$ cat config.mk
export PLATFORM = sky130hd
export DESIGN_NAME = misc_reg_alias
export DESIGN_NICKNAME = d
export VERILOG_FILES = /design/src/rtl/misc_reg_pkg.sv /design/src/rtl/misc_reg_dec.sv /design/src/rtl/misc_reg_upd.sv /design/src/rtl/misc_reg_alias.sv
export SDC_FILE = /design/constraint.sdc
export NUM_CORES = 1
export LEC_CHECK = 0
export ABC_AREA = 1
export CELL_PAD_IN_SITES_DETAIL_PLACEMENT = 1
export CELL_PAD_IN_SITES_GLOBAL_PLACEMENT = 1
export CORE_UTILIZATION = 23
export CTS_BUF_LIST = sky130_fd_sc_hd__clkbuf_2 sky130_fd_sc_hd__clkbuf_4 sky130_fd_sc_hd__clkbuf_8
export DETAILED_ROUTE_END_ITERATION = 16
export GPL_TIMING_DRIVEN = 1
export HOLD_SLACK_MARGIN = 0.1
export MAX_ROUTING_LAYER = met4
export PLACE_DENSITY_LB_ADDON = 0.08
export SLEW_MARGIN = 25
export SYNTH_ARGS = -nofsm -noshare
export SYNTH_HDL_FRONTEND = slang
export SYNTH_SLANG_ARGS = --single-unit
$ cat constraint.sdc
create_clock -name clk_i -period 1.2 [get_ports clk_i]
set_clock_uncertainty 0.15 [all_clocks]
set_input_delay 0.24 -clock clk_i [delete_from_list [all_inputs] [get_ports clk_i]]
set_output_delay 0.24 -clock clk_i [all_outputs]
set_load 0.02 [all_outputs]
$ cat src/rtl/misc_reg_pkg.sv
package misc_reg_pkg;
  typedef enum logic [1:0] {
    OP_NONE  = 2'd0,
    OP_LOAD  = 2'd1,
    OP_THIRD = 2'd2,
    OP_SET   = 2'd3
  } upd_op_e;

  localparam int unsigned VAR_AND   = 0;
  localparam int unsigned VAR_CLEAR = 1;

  function automatic int unsigned base_word(input int unsigned variant);
    return (variant == VAR_CLEAR) ? 32'h6080 : 32'h4020;
  endfunction
endpackage

$ cat src/rtl/misc_reg_dec.sv
module misc_reg_dec
  import misc_reg_pkg::*;
#(
  parameter int unsigned ADDR_W  = 17,
  parameter int unsigned VARIANT = VAR_AND
) (
  input  logic [ADDR_W-1:0] addr_i,
  output upd_op_e           op_o,
  output logic              plain_o
);
  localparam logic [ADDR_W-1:0] BASE = ADDR_W'(base_word(VARIANT));

  always_comb begin
    op_o = OP_NONE;
    if (addr_i == BASE)                    op_o = OP_LOAD;
    else if (addr_i == BASE + ADDR_W'(1))  op_o = OP_THIRD;
    else if (addr_i == BASE + ADDR_W'(2))  op_o = OP_SET;
  end

  assign plain_o = (addr_i == BASE);
endmodule

$ cat src/rtl/misc_reg_upd.sv
module misc_reg_upd
  import misc_reg_pkg::*;
#(
  parameter int unsigned DATA_W  = 64,
  parameter int unsigned KEEP_W  = 16,
  parameter int unsigned VARIANT = VAR_AND
) (
  input  logic [DATA_W-1:0] cur_i,
  input  logic [DATA_W-1:0] wdata_i,
  input  upd_op_e           op_i,
  output logic [DATA_W-1:0] nxt_o
);
  localparam int unsigned LOW_W = DATA_W - KEEP_W;
  localparam logic [DATA_W-1:0] MASK = {{KEEP_W{1'b1}}, {LOW_W{1'b0}}};

  logic [DATA_W-1:0] third;
  logic [DATA_W-1:0] raw;

  generate
    if (VARIANT == VAR_CLEAR) begin : g_clear
      assign third = '0;
    end else begin : g_and
      assign third = cur_i & wdata_i;
    end
  endgenerate

  always_comb begin
    case (op_i)
      OP_LOAD:  raw = wdata_i;
      OP_THIRD: raw = third;
      OP_SET:   raw = cur_i | wdata_i;
      default:  raw = cur_i;
    endcase
    nxt_o = raw & MASK;  // mask after the operation
  end
endmodule

$ cat src/rtl/misc_reg_alias.sv
module misc_reg_alias
  import misc_reg_pkg::*;
#(
  parameter int unsigned ADDR_W  = 17,
  parameter int unsigned DATA_W  = 64,
  parameter int unsigned KEEP_W  = 16,
  parameter int unsigned VARIANT = VAR_AND
) (
  input  logic              clk_i,
  input  logic              rst_ni,
  input  logic              wr_en_i,
  input  logic              rd_en_i,
  input  logic [ADDR_W-1:0] addr_i,
  input  logic [DATA_W-1:0] wdata_i,
  output logic [DATA_W-1:0] rdata_o,
  output logic              rvalid_o,
  output logic              irq_o
);
  upd_op_e           op;
  logic              plain_hit;
  logic [DATA_W-1:0] reg_q;
  logic [DATA_W-1:0] nxt;
  logic [DATA_W-1:0] rdata_q;
  logic              rvalid_q;
  logic              irq_q;

  misc_reg_dec #(
    .ADDR_W (ADDR_W),
    .VARIANT(VARIANT)
  ) dec_i (
    .addr_i (addr_i),
    .op_o   (op),
    .plain_o(plain_hit)
  );

  misc_reg_upd #(
    .DATA_W (DATA_W),
    .KEEP_W (KEEP_W),
    .VARIANT(VARIANT)
  ) upd_i (
    .cur_i  (reg_q),
    .wdata_i(wdata_i),
    .op_i   (op),
    .nxt_o  (nxt)
  );

  always_ff @(posedge clk_i or negedge rst_ni) begin
    if (!rst_ni) begin
      reg_q    <= '0;
      irq_q    <= 1'b0;
      rdata_q  <= '0;
      rvalid_q <= 1'b0;
    end else begin
      rvalid_q <= rd_en_i;
      rdata_q  <= (rd_en_i && plain_hit) ? reg_q : '0;  // pre-write value
      if (wr_en_i && op != OP_NONE) begin
        reg_q <= nxt;
        irq_q <= nxt[DATA_W-1];
      end
    end
  end

  assign rdata_o  = rdata_q;
  assign rvalid_o = rvalid_q;
  assign irq_o    = irq_q;
endmodule

==> summary.md <==
The sequential share of the synthesized area came out at 34.21%. The synthesized design spends more area on one cell type than any other, namely sky130_fd_sc_hd__dfrtp_1. The tools report the power dissipated by switching net loads as 758.7 µW. The power density relative to cell area came out at 640.2 nW/µm². In the post-synthesis netlist, the biggest area contributors are sky130_fd_sc_hd__dfrtp_1 (34%), sky130_fd_sc_hd__buf_4 (16%), sky130_fd_sc_hd__nand4_1 (12%). The clock network burns 34.5% of the power. The relative contribution of sequential cells to total power is 45.0%, and the vias after detailed routing is 2457.

The logs give 2414 µm² for the area of the mapped netlist and 34 for the largest net degree at the start of global routing. The fraction of synthesized cell area in xor and xnor cells came out at 0%. The first global-routing pass estimated 12.70 mm of wire. The most frequently used flop master after synthesis was sky130_fd_sc_hd__dfrtp_1.

The total CTS buffers was 5; the overall global routing resource usage was 15.35%. For the number of antenna violations at the first check in global routing, the log shows 0. After Yosys synthesis, and, or, nand and nor cells account for 40.95% of the synthesized area. The number of H-tree levels came out at 2. The maximum frequency from static timing analysis was 0.7654 GHz.

The run finished, with violations left. In this run the clock root is driven by a sky130_fd_sc_hd__clkbuf_8. The clock transition at the registers of the reported paths was 0.08 ns. The worst setup path is of the input pin to flop kind. Arrival time reported for the critical path endpoint: 1.34 ns.

Relative to the synthesized area, the layout overhead comes to 60.19%. The tools report the type of destination of the critical path as a flop. The setup slack of the critical path after layout was -0.1065 ns. The path category of the worst min-delay check is input pin to asynchronous set/reset pin. The total of max-cap violations is 0, and the share of the synthesized area in compound gates (AO/OA/AOI/OAI) is 0.4147%. Largest driver fanout on the critical path: 7. The floorplan step defined a core boundary enclosing 10230 µm². After synthesis, the share of flip-flops with an asynchronous set or reset is 100.0%. Per report_power, the combinational group accounts for 20.5% of the total. In this run, the number of DRC markers left after iteration 0 of detailed routing was 30. Summed over its instances, the top area cell type makes up 34.21% of the synthesized netlist area. Once detailed placement completed, the half-perimeter wirelength came to 5.282 mm. The final hold violation count came out at 0. In this run the count of I/O pins placed on the die edge is 151. The congestion estimate from routability-driven global placement came to 0.7452.

During synthesis, Yosys emitted a total of 0 warnings. Multiplexer cells account for 0% of the synthesized area. The maximum clock insertion buffer count came out at 2. The number of antenna diodes in the final layout is 0.

For the count of unique library cells instantiated by Yosys, the log shows 20. For the largest vdd supply drop, the log shows 0.3035 mV. The synthesized design contains 33 register bits. The share of the clock period used by the worst path after layout was 108.9%; the count of nets after finishing was 525. In the final routed layout, each cell accounts on average for 13.46 µm. Number of enable flip-flop cells after synthesis: 0. At the later pin of the worst-skew pair, clock insertion delay measures 0.29 ns.

Once placement completed, the tool counted placed cells totaling 555. For the via count of the first global-routing pass, the log shows 2545. Setup violations remaining at the end of the flow were counted as 39.

The die covers 10910 µm². Summed over all layers, the routed wires come to 7.764 mm. By count the netlist is led by sky130_fd_sc_hd__nand2_1 (68), sky130_fd_sc_hd__buf_4 (51), sky130_fd_sc_hd__nand4_1 (46).

By area, the combinational part of the netlist is dominated by simple AND/OR/NAND/NOR gates. Of the cells placed in the final design, the portion with a size suffix greater than 1 is 42.40%. Setup repair after global routing could not meet its margin everywhere.

TritonCTS built the clock tree. The clock net in this run drives a total of 33 sinks. OpenSTA, run right after detailed placement, puts the worst setup slack at -0.9204 ns.

The tightest hold path in the finished design has a slack of 0.1758 ns. The final number of max-transition violations was 0. Before antenna repair, the detailed router went through 4 iterations. For this run the aggregate overflow at the end of global routing stands at 0. The net switching fraction of the power works out to 30.65%. The checks that failed: negative setup slack. After floorplanning, the core was divided into 37 placement rows. Dividing the detail-routed via count by the number of cells gives 4.258. Dividing the synthesized area by the synthesized cell count gives 7.358 µm². The share of synthesized cell area in full adder, half adder and majority cells works out to 0%. In this run, post-CTS hold repair placed 0 buffers. The tools report the required time reported for the critical path endpoint as 1.23 ns. In the routed design, unresolved DRC markers number 0.

Excluding fillers, the count of instances in the completed layout stands at 577. Measured along the x axis, the die boundary spans 104.4 µm. After technology mapping, the gate count stands at 328.

Measured along the y axis, the die boundary spans 104.4 µm. The worst path needs 1.306 ns of the cycle, external delays included. STA classifies the critical path startpoint as an input pin.

For the initial standard-cell utilization of the core, the log shows 23.59%. The most repeated cell in the gate-level netlist after synthesis is sky130_fd_sc_hd__nand2_1. For the internal portion of total power, the log shows 1716 µW.

The count of port buffers added during placement came out at 54. The logs give 0.001937 µW for the leakage power total and 0 for the number of routed nets with antenna violations.
[power groups by stage]
stage               clock network (µW)  logic (µW)  registers [µW]
floorplan                            0         331            1140
global placement                     0         473            1140
detailed placement                   0         475            1140
CTS                                904         487            1110
global route                       935         543            1110
finish                             855         506            1110
[worst max-delay path: stages]
cell and delay (ns):
sky130_fd_sc_hd__buf_6 0.09, sky130_fd_sc_hd__nor2_4 0.16, sky130_fd_sc_hd__buf_6 0.13, sky130_fd_sc_hd__nand2_4 0.04
sky130_fd_sc_hd__nor2_4 0.10, sky130_fd_sc_hd__nand3_2 0.08, sky130_fd_sc_hd__nand3_2 0.11, sky130_fd_sc_hd__nand2_4 0.11
sky130_fd_sc_hd__buf_12 0.18, sky130_fd_sc_hd__nand2_2 0.05, sky130_fd_sc_hd__nand2_1 0.04
[area by class of cell]
cell class	instances	area [µm²]
Clock inverter	3	17.52
Clock buffer	5	68.82
Timing Repair Buffer	121	1201
Inverter	37	158.9
Multi-Input combinational cell	242	1424
Tap cell	136	170.2
Sequential cell	33	825.8
Fill cell	1247	6365
[final timing paths]
| check | startpoint | to | slack (ns) | depth (start not counted) |
|---|---|---|---|---|
| worst max-delay path | addr_i[3] | reg_q[53]$_DFFE_PN0P_ | -0.11 | 11 |
| worst min-delay path | rst_ni | rdata_o[49]$_DFF_PN0_ | 0.18 | 2 |
| worst max register to register | reg_q[48]$_DFFE_PN0P_ | reg_q[48]$_DFFE_PN0P_ | -0.05 | 5 |
| worst min register to register | reg_q[52]$_DFFE_PN0P_ | reg_q[52]$_DFFE_PN0P_ | 0.43 | 3 |
| max in group asynchronous | rst_ni | reg_q[54]$_DFFE_PN0P_ | 0.53 | 2 |
| min in group clk_i | rd_en_i | rvalid_o$_DFF_PN0_ | 0.39 | 1 |
[state kept, by name (all words and copies together) (netlist names)]
signal,count
reg_q,15
rdata_o,16
rvalid_o,1
irq_o,1
[layout by cell type, fill, tap and decap left out, types with 18 or more instances in the layout]
cell,instances
sky130_fd_sc_hd__nand2_1,50
sky130_fd_sc_hd__clkdlybuf4s50_1,18
sky130_fd_sc_hd__nand3_1,19
sky130_fd_sc_hd__nor2_4,26
sky130_fd_sc_hd__nand4_1,46
sky130_fd_sc_hd__dfrtp_1,33
sky130_fd_sc_hd__buf_4,46
sky130_fd_sc_hd__inv_1,31
sky130_fd_sc_hd__conb_1,48
sky130_fd_sc_hd__buf_6,38
[stage by stage]
stage                     power (µW)  setup TNS, ns  util, %  instance area [µm²]
after global placement          1608         -28.78    32.44                 3319
after CTS                       2504         -2.581    35.70                 3652
after global routing            2591         -4.227    37.79                 3866
final                           2475         -1.797    37.79                 3866
after detailed placement        1611         -30.04    32.44                 3319
after floorplan                 1469         -3.483        -                 2651
[logic make-up after synthesis]
kind of cell    after synthesis
compound gates                2
buf+inv                     100
flops                        33
other cells                   1
simple gates                192
[per-layer routing]
| layer | part of all wire, % | track usage [%] | up-vias |
|---|---|---|---|
| met2 | 51 | 27.25 | 66 |
| met4 | 1.2 | 3.878 | 0 |
| met3 | 3.8 | 2.381 | 10 |
| met5 | 0 | - | - |
| met1 | 44 | 17.99 | 1196 |
| li1 | - | - | 1185 |
[timing repair]
action	4_1_cts	5_1_grt
pin swaps	35	32
cloned	3	0
buffers inserted	11	1
setup endpoints to repair	50	50
gates resized for setup	213	62
(Power assumes the default switching activity.)
